**src/rtl/spw_pkg.sv**
```systemverilog
// Shared types and helpers for the SPI word packer.
// Assumes a 32-bit FIFO word and byte-wide streams.
package spw_pkg;

    localparam int unsigned WORD_BITS  = 32;
    localparam int unsigned WORD_BYTES = WORD_BITS / 8;

    typedef enum logic {
        XFER_FIFO  = 1'b0,
        XFER_BLOCK = 1'b1
    } xfer_mode_e;

    // Number of bytes a word of (bpw_m1 + 1) bits occupies in the FIFO.
    function automatic logic [2:0] bytes_for_bpw(input logic [4:0] bpw_m1);
        if (bpw_m1 <= 5'd7)       return 3'd1;
        else if (bpw_m1 <= 5'd15) return 3'd2;
        else                      return 3'd4;
    endfunction

endpackage

```
**src/rtl/spw_cfg_unit.sv**
```systemverilog
// Latches the transfer settings on a load pulse and derives the word
// count, the transfer mode and the per-mode count values.
// Assumes cfg_load is a single-cycle pulse; settings are sampled with it.
module spw_cfg_unit #(
    parameter int unsigned LEN_W         = 16,
    parameter int unsigned IN_FIFO_BYTES = 64
) (
    input  logic             clk,
    input  logic             rst_n,
    input  logic             cfg_load,
    input  logic [4:0]       cfg_bpw_m1,
    input  logic [LEN_W-1:0] cfg_len,
    input  logic             cfg_rx_discard,
    output logic             active,
    output logic [2:0]       nbytes,
    output logic [LEN_W-1:0] len_q,
    output logic             discard_q,
    output logic             mode_block,
    output logic [LEN_W-1:0] rw_count,
    output logic [LEN_W-1:0] io_count
);
    import spw_pkg::*;

    localparam int unsigned FIFO_WORDS = IN_FIFO_BYTES / WORD_BYTES;
    localparam logic [LEN_W:0] FIFO_WORDS_L = (LEN_W+1)'(FIFO_WORDS);

    logic [2:0]       nb_in;
    logic [LEN_W-1:0] words_in;
    xfer_mode_e       mode_in;

    // Decode bytes per word and the word count from the incoming settings.
    always_comb begin
        nb_in = bytes_for_bpw(cfg_bpw_m1);
        case (nb_in)
            3'd1:    words_in = cfg_len;
            3'd2:    words_in = cfg_len >> 1;
            default: words_in = cfg_len >> 2;
        endcase
        mode_in = ({1'b0, words_in} <= FIFO_WORDS_L) ? XFER_FIFO : XFER_BLOCK;
    end

    // Register settings, mode and count pair on each load.
    always_ff @(posedge clk) begin
        if (!rst_n) begin
            active     <= 1'b0;
            nbytes     <= 3'd1;
            len_q      <= '0;
            discard_q  <= 1'b0;
            mode_block <= 1'b0;
            rw_count   <= '0;
            io_count   <= '0;
        end else if (cfg_load) begin
            active     <= 1'b1;
            nbytes     <= nb_in;
            len_q      <= cfg_len;
            discard_q  <= cfg_rx_discard;
            mode_block <= (mode_in == XFER_BLOCK);
            rw_count   <= (mode_in == XFER_FIFO)  ? words_in : '0;
            io_count   <= (mode_in == XFER_BLOCK) ? words_in : '0;
        end
    end

endmodule

```
**src/rtl/spw_tx_packer.sv**
```systemverilog
// Packs transmit bytes into 32-bit FIFO words, first byte in the top lane.
// A word is written in the cycle its last byte is accepted, so a byte is
// only accepted while the output FIFO has room. Assumes nbytes is 1, 2 or 4.
module spw_tx_packer #(
    parameter int unsigned LEN_W = 16
) (
    input  logic             clk,
    input  logic             rst_n,
    input  logic             restart,
    input  logic             active,
    input  logic [2:0]       nbytes,
    input  logic [LEN_W-1:0] len_q,
    input  logic             tx_byte_valid,
    input  logic [7:0]       tx_byte_data,
    output logic             tx_byte_ready,
    input  logic             ofifo_full,
    output logic             ofifo_wr,
    output logic [31:0]      ofifo_wdata
);
    logic [LEN_W-1:0] sent;
    logic [1:0]       lane;
    logic [31:0]      acc;
    logic             take;
    logic             last_lane;
    logic             last_byte;
    logic [4:0]       shamt;

    // Handshake, lane placement and word-close decision.
    always_comb begin
        tx_byte_ready = active && !ofifo_full && (sent < len_q);
        take          = tx_byte_valid && tx_byte_ready;
        last_lane     = ({1'b0, lane} == (nbytes - 3'd1));
        last_byte     = (({1'b0, sent} + 1'b1) == {1'b0, len_q});
        shamt         = {2'd3 - lane, 3'b000};
        ofifo_wdata   = acc | ({24'b0, tx_byte_data} << shamt);
        ofifo_wr      = take && (last_lane || last_byte);
    end

    // Track sent bytes, current lane and the partial word.
    always_ff @(posedge clk) begin
        if (!rst_n || restart) begin
            sent <= '0;
            lane <= '0;
            acc  <= '0;
        end else if (take) begin
            sent <= sent + 1'b1;
            if (ofifo_wr) begin
                lane <= '0;
                acc  <= '0;
            end else begin
                lane <= lane + 1'b1;
                acc  <= ofifo_wdata;
            end
        end
    end

endmodule

```
**src/rtl/spw_rx_unpacker.sv**
```systemverilog
// Pops right-justified words from the input FIFO and emits their valid
// bytes most significant first, or counts them when discarding.
// Assumes ififo_rdata shows the head word while ififo_not_empty is high.
module spw_rx_unpacker #(
    parameter int unsigned LEN_W = 16
) (
    input  logic             clk,
    input  logic             rst_n,
    input  logic             restart,
    input  logic             active,
    input  logic [2:0]       nbytes,
    input  logic [LEN_W-1:0] len_q,
    input  logic             discard_q,
    input  logic             ififo_not_empty,
    input  logic [31:0]      ififo_rdata,
    output logic             ififo_rd,
    output logic             rx_byte_valid,
    output logic [7:0]       rx_byte_data,
    input  logic             rx_byte_ready,
    output logic             done
);
    logic             held;
    logic [31:0]      word;
    logic [1:0]       lane;
    logic [LEN_W:0]   rcnt;
    logic             want;
    logic             take;
    logic             last;
    logic [5:0]       shamt;

    // Pop decision, byte selection and end-of-word detection.
    always_comb begin
        want          = (rcnt < {1'b0, len_q});
        ififo_rd      = active && !held && ififo_not_empty && want;
        rx_byte_valid = held;
        shamt         = {nbytes - 3'd1 - {1'b0, lane}, 3'b000};
        rx_byte_data  = 8'(word >> shamt);
        take          = held && rx_byte_ready;
        last          = ({1'b0, lane} == (nbytes - 3'd1)) ||
                        ((rcnt + 1'b1) == {1'b0, len_q});
        done          = active && !want;
    end

    // Hold the popped word, step through its lanes and count bytes.
    always_ff @(posedge clk) begin
        if (!rst_n || restart) begin
            held <= 1'b0;
            word <= '0;
            lane <= '0;
            rcnt <= '0;
        end else begin
            if (ififo_rd) begin
                if (discard_q) begin
                    rcnt <= rcnt + {{(LEN_W-2){1'b0}}, nbytes};
                end else begin
                    held <= 1'b1;
                    word <= ififo_rdata;
                    lane <= '0;
                end
            end
            if (take) begin
                rcnt <= rcnt + 1'b1;
                lane <= lane + 1'b1;
                if (last) held <= 1'b0;
            end
        end
    end

endmodule

```
**src/rtl/spi_word_packer.sv**
```systemverilog
// Top level: byte/word conversion between a byte stream and the 32-bit
// FIFO ports of a serial controller, with mode choice and completion flag.
// Assumes the FIFOs and the serial shifter live outside this block.
module spi_word_packer #(
    parameter int unsigned LEN_W         = 16,
    parameter int unsigned IN_FIFO_BYTES = 64
) (
    input  logic             clk,
    input  logic             rst_n,
    input  logic             cfg_load,
    input  logic [4:0]       cfg_bpw_m1,
    input  logic [LEN_W-1:0] cfg_len,
    input  logic             cfg_rx_discard,
    input  logic             tx_byte_valid,
    input  logic [7:0]       tx_byte_data,
    output logic             tx_byte_ready,
    input  logic             ofifo_full,
    output logic             ofifo_wr,
    output logic [31:0]      ofifo_wdata,
    input  logic             ififo_not_empty,
    input  logic [31:0]      ififo_rdata,
    output logic             ififo_rd,
    output logic             rx_byte_valid,
    output logic [7:0]       rx_byte_data,
    input  logic             rx_byte_ready,
    output logic             mode_block,
    output logic [LEN_W-1:0] rw_count,
    output logic [LEN_W-1:0] io_count,
    output logic             done
);
    logic             active;
    logic [2:0]       nbytes;
    logic [LEN_W-1:0] len_q;
    logic             discard_q;

    spw_cfg_unit #(.LEN_W(LEN_W), .IN_FIFO_BYTES(IN_FIFO_BYTES)) u_cfg (
        .clk(clk), .rst_n(rst_n), .cfg_load(cfg_load),
        .cfg_bpw_m1(cfg_bpw_m1), .cfg_len(cfg_len), .cfg_rx_discard(cfg_rx_discard),
        .active(active), .nbytes(nbytes), .len_q(len_q), .discard_q(discard_q),
        .mode_block(mode_block), .rw_count(rw_count), .io_count(io_count)
    );

    spw_tx_packer #(.LEN_W(LEN_W)) u_tx (
        .clk(clk), .rst_n(rst_n), .restart(cfg_load), .active(active),
        .nbytes(nbytes), .len_q(len_q),
        .tx_byte_valid(tx_byte_valid), .tx_byte_data(tx_byte_data),
        .tx_byte_ready(tx_byte_ready), .ofifo_full(ofifo_full),
        .ofifo_wr(ofifo_wr), .ofifo_wdata(ofifo_wdata)
    );

    spw_rx_unpacker #(.LEN_W(LEN_W)) u_rx (
        .clk(clk), .rst_n(rst_n), .restart(cfg_load), .active(active),
        .nbytes(nbytes), .len_q(len_q), .discard_q(discard_q),
        .ififo_not_empty(ififo_not_empty), .ififo_rdata(ififo_rdata),
        .ififo_rd(ififo_rd), .rx_byte_valid(rx_byte_valid),
        .rx_byte_data(rx_byte_data), .rx_byte_ready(rx_byte_ready), .done(done)
    );

endmodule

```
**config.mk**
```make
export PLATFORM = sky130hd
export DESIGN_NAME = spi_word_packer
export DESIGN_NICKNAME = d
export VERILOG_FILES = /design/src/rtl/spw_pkg.sv /design/src/rtl/spw_cfg_unit.sv /design/src/rtl/spw_tx_packer.sv /design/src/rtl/spw_rx_unpacker.sv /design/src/rtl/spi_word_packer.sv
export SDC_FILE = /design/constraint.sdc
export NUM_CORES = 1
export LEC_CHECK = 0
export ABC_AREA = 1
export ABC_CLOCK_PERIOD_IN_PS = 4900
export BUFFER_PORTS_ARGS = -buffer_cell sky130_fd_sc_hd__buf_4
export CORE_ASPECT_RATIO = 1.5
export CORE_UTILIZATION = 55
export CTS_CLUSTER_DIAMETER = 60
export CTS_CLUSTER_SIZE = 30
export DETAILED_ROUTE_END_ITERATION = 10
export HOLD_SLACK_MARGIN = 0.08
export PLACE_DENSITY = 0.78
export SKIP_LAST_GASP = 1
export SYNTH_ARGS = -nofsm -noshare
export SYNTH_HDL_FRONTEND = slang
export SYNTH_SLANG_ARGS = --single-unit
```
**constraint.sdc**
```tcl
create_clock -name clk -period 4.9 [get_ports clk]
set_input_delay 1.225 -clock clk [delete_from_list [all_inputs] [get_ports clk]]
set_output_delay 1.225 -clock clk [all_outputs]
set_load 0.03 [all_outputs]
```
* Word level (Yosys, flattened, before mapping)
Index checks and enable logic that the tools add are counted.
** Word-level totals
- Flip-flop bits (word level) :: 156
- Input port bits :: 69
** Operators by class
- Add/subtract/negate cells :: 9
- $lt $le $gt $ge :: 5
- Equal/unequal tests :: 7
- Shift-type cells :: 2
- Multiplexer cells :: 18
- Bitwise logic cells :: 2
- Reduce and logical (&&, ||, !) cells :: 21
** Operator list (count)
- $mux W17 :: 3
- $eq A17 B16 Y1 :: 2
- $mux W16 :: 2
- $mux W32 :: 1
- $or A32 B32 Y32 :: 1
- $pmux W16 S2 :: 1
- $shl A8 B5 Y32 :: 1
- $shr A32 B6 Y8 :: 1
- $add A16 B1 Y17 const B :: 1
- $add A17 B1 Y17 const B :: 1
- $add A17 B3 Y17 :: 1
- $lt A17 B16 Y1 :: 1
- $add A16 B1 Y16 const B :: 1
- $le A16 B5 Y1 const B :: 1
- $lt A16 B16 Y1 :: 1
- $logic_and A1 B1 Y1 :: 9
- $mux W2 :: 4
- $eq A2 B3 Y1 :: 2
- $mux W3 :: 2
- $reduce_and A2 Y1 :: 3
- $le A5 B3 Y1 const B :: 1
- $le A5 B4 Y1 const B :: 1
- $mux W1 :: 5
- $add A2 B1 Y2 const B :: 2
- other kinds (10) :: 16

* Depth between registers and ports, before layout
- Word-level depth :: 7
- Mapped depth :: 16
- Depth with buffers taken out :: 15

* By module
A second synthesis with hierarchy kept.
** Unflattened totals
- Cell total of the unflattened synthesis :: 1417
- Area, all modules :: 9616.7 µm²
** Modules (own cells, without submodules)
- spw_rx_unpacker :: instances 1, cells each 619, area an instance 4048.9 µm², seq. area each 1041.0 µm²
- spw_tx_packer :: instances 1, cells each 479, area an instance 3283.1 µm², seq. area each 1001.0 µm²
- spw_cfg_unit :: instances 1, cells each 319, area an instance 2284.7 µm², seq. area each 1081.0 µm²

* Worst setup path after synthesis
No wires, ideal clock.
- Kind :: input port to output port
- From :: input port ofifo_full
- To :: output port ofifo_wr
- Data arrival time :: 2.109 ns
- Required time :: 3.675 ns
- Setup slack :: 1.566 ns
- Cell stages on the path :: 5
- Buffers on the path :: 0
- Cells stage by stage :: nor3_1 > nand3_1 > inv_1 > nand2_2 > inv_1
** Between the ends
- Word-level cells in the longest chain between the ends :: 5
** RTL lines
- start, declared :: RTL line spi_word_packer.sv:17 : input logic ofifo_full,
- $logic_not A1 Y1 :: RTL line spw_tx_packer.sv:30 : tx_byte_ready = active && !ofifo_full && (sent < len_q);
- $logic_and A1 B1 Y1 (2 in a row) :: RTL line spw_tx_packer.sv:30
- $logic_and A1 B1 Y1 :: RTL line spw_tx_packer.sv:31 : take = tx_byte_valid && tx_byte_ready;
- $logic_and A1 B1 Y1 :: RTL line spw_tx_packer.sv:36 : ofifo_wr = take && (last_lane || last_byte);
- end, declared :: RTL line spi_word_packer.sv:18 : output logic ofifo_wr,
No other way between the ends.

* Final worst setup path
- From :: register u_cfg.nbytes[0]
- To :: output port rx_byte_data[3]
** Between the ends
- Word-level cells in the longest chain between the ends :: 3
** RTL lines
- start, declared :: RTL line spw_cfg_unit.sv:15 : output logic [2:0] nbytes,
- start signal, assigned :: RTL line spw_cfg_unit.sv:54 : nbytes <= nb_in;
- $sub A3 B1 Y3 :: RTL line spw_rx_unpacker.sv:36 : shamt = {nbytes - 3'd1 - {1'b0, lane}, 3'b000};
- $sub A3 B2 Y3 :: RTL line spw_rx_unpacker.sv:36
- $shr A32 B6 Y8 :: RTL line spw_rx_unpacker.sv:37 : rx_byte_data = 8'(word >> shamt);
- end, declared :: RTL line spi_word_packer.sv:24 : output logic [7:0] rx_byte_data,
No other way between the ends.

==> results.json <==
{
  "status": "completed",
  "die_width_um": 106,
  "clock.fmax_mhz": 245,
  "ys_seq_elements": 156,
  "placed_cell_area_mm2": 0.0100,
  "drtPass1Iterations": 5,
  "initial_core_util_pct": 56.6,
  "synth_edf_count": 0,
  "crit_fanout": 11,
  "cts_resized": 0,
  "crit_type": "reg -> out",
  "cts-hold-fix-buffers": 0,
  "grt_pass1_vias": 8195,
  "antenna_found_initial": 0,
  "diodes": 0,
  "syn-num-nets": 1442,
  "cts_tree": "built",
  "r2r_slack_ns": 1.75,
  "row_count": 56,
  "hp-class": "reg -> reg",
  "ant_nets": 0,
  "ir_worst_vdd_mv": 0.202,
  "grt-ovfl-total": 0,
  "root_buffer": "clkbuf_16",
  "finalSetupViolations": 0,
  "syn_to_final_growth_pct": 19.2,
  "worstMarginPinSlew_ns": 0.964,
  "crit_arrival_ns": 2.86,
  "grt_pass1_wl_um": 38800,
  "seq_area_frac_synth_pct": 35.1,
  "fin_skew_ns": 0.0105,
  "ios": 147,
  "drc_errors": 0,
  "path_clk_slew_ns": 0.06,
  "die_area_mm2": 0.0167,
  "hold_viol": 0,
  "fp.coreArea_mm2": 0.0157,
  "setup_tns_ns": 0,
  "synth.distinct_cells": 43,
  "post-dp-hpwl_um": 18000,
  "grt_max_degree": 54,
  "ys.flop_type": "dfxtp_1",
  "powerDensity_mw_per_mm2": 292,
  "synth_async_sr_flop_share_pct": 0,
  "avgSynthCellArea_um2": 6.68,
  "ys.warnings.count": 0,
  "cts_buffers": 17,
  "drive_above_1_share_pct": 14.3,
  "wl_per_cell_um": 14.6,
  "post_cts_buffers": 0,
  "leakage_nw": 4.79,
  "rsz0062_at_grt": "no",
  "die_y_um": 158,
  "fin_util_pct": 67.5,
  "grtUsageTotal_pct": 29.5,
  "syn_inst": 1331,
  "wirelength_um": 24200,
  "htree_levels": 4,
  "cap_violations": 0,
  "insertion_delay_ns": 0.44,
  "place.port_buffers": 143,
  "num-nets-final": 1553,
  "gp_congestion": 0.944,
  "drtIter0Drc": 524,
  "vias": 8924,
  "cts_buffer_depth": 2,
  "maxSlewHeadroom_pct": 35.6,
  "fin_area_mm2": 0.0106,
  "cp.required_ns": 3.67,
  "total_power_w": 0.00309,
  "end_kind": "output port",
  "via_per_inst": 5.39,
  "period_share_pct": 83.4,
  "fin_crit_ns": 4.09,
  "netlist_area_mm2": 0.00889,
  "cts_sinks": 156,
  "worstSetupStartpointType": "flop",
  "final_max_slew_viol_count": 0
}
## where the power goes
| part | leakage (nW) | internal [W] | total [W] | switching, W |
|---|---|---|---|---|
| Combinational | 3.23 | 0.000154 | 0.000426 | 0.000272 |
| Clock | 0.287 | 0.000773 | 0.00135 | 0.000574 |
| Sequential | 1.27 | 0.00130 | 0.00132 | 0.0000226 |
| Total | 4.79 | 0.00223 | 0.00309 | 0.000868 |
## worst paths after layout
path | startpoint | endpoint | cells past startpoint
worst max register to register | u_cfg.len_q[10] | u_rx.rcnt[9] | 13
worst max-delay path | u_cfg.nbytes[0] | rx_byte_data[3] | 10
worst min-delay path | u_cfg.rw_count[8] | u_cfg.rw_count[8] | 2
worst min register to register | u_cfg.rw_count[8] | u_cfg.rw_count[8] | 2
## sequential cells by signal, indices dropped and copies added (netlist names)
name                count
u_cfg.active            1
u_cfg.discard_q         1
u_cfg.io_count         16
u_cfg.len_q            16
u_cfg.mode_block        1
u_cfg.nbytes            3
u_cfg.rw_count         16
u_rx.lane               2
u_rx.rcnt              17
u_rx.rx_byte_valid      1
u_rx.word              32
u_tx.acc               32
u_tx.lane               2
u_tx.sent              16
## cells in the final DEF (no fill, tap or decap), types with 8 or more instances in the layout
cell / count
nand2_1: 266
inv_1: 188
nor2_1: 163
dfxtp_1: 156
buf_4: 150
o21ai_0: 140
nand3_1: 98
a21oi_1: 65
ha_1: 40
o22ai_1: 31
xor2_1: 27
nand4_1: 17
clkbuf_16: 17
nor2_2: 14
xnor2_1: 10
nor3_1: 8
## through the flow
step	worst slack, ns	hold WS, ns	cells
after detailed placement	1.30	0.431	1626
after global routing	0.615	0.455	1657
after floorplan	1.57	0.440	1331
after global placement	1.33	0.428	1626
after CTS	0.830	0.443	1657
final	0.814	0.438	1657
## cell families after synthesis
kind of cell    share of synthesized area (%)
buf+inv                                  11.2
compound gates                           15.8
flops                                    35.1
xor+xnor                                 4.15
fa+ha+maj                                6.08
simple gates                             27.6
## final cells by class
class / count / area [um^2]
Fill cell: 1451 / 5100
Multi-Input combinational cell: 924 / 4780
Sequential cell: 156 / 3120
Timing Repair Buffer: 150 / 1130
Inverter: 193 / 724
Clock buffer: 18 / 439
Tap cell: 203 / 254
Clock inverter: 13 / 153
## routing by layer
layer	vias up	GRT usage, %	wire length, um
met3	72	4.98	1340
met4	0	19.3	1290
li1	4511	-	-
met2	323	53.2	12200
met1	4018	31.7	9450
met5	-	0	0
## critical path, cell delays in order (launching register included)
cell and delay [ns]:
dfxtp_1 0.42, inv_1 0.09, ha_1 0.36, fa_1 0.74, inv_1 0.20, a21oi_1 0.15
o21ai_0 0.10, nand2_1 0.08, nand2_1 0.05, inv_1 0.08, buf_4 0.15
## synth_stat cells, types with 3 or more instances
cell type,n,area [um^2]
ha_1,40,500
nand3_1,98,490
nand2_2,5,31.3
buf_6,3,33.8
nor3_1,8,40.0
xnor2_1,10,87.6
nand2_1,266,998
o221ai_1,4,35.0
xor2_1,27,236
buf_2,15,75.1
clkbuf_1,39,146
o21ai_0,140,701
inv_1,188,706
o21ai_1,4,20.0
nor2_2,14,87.6
o22ai_1,31,194
dfxtp_1,156,3120
a21oi_1,65,325
clkinv_1,4,15.0
nor2_1,164,616
a211oi_1,6,45.0
nand4_1,17,106
Note: power is estimated with default switching activity, not from simulation.
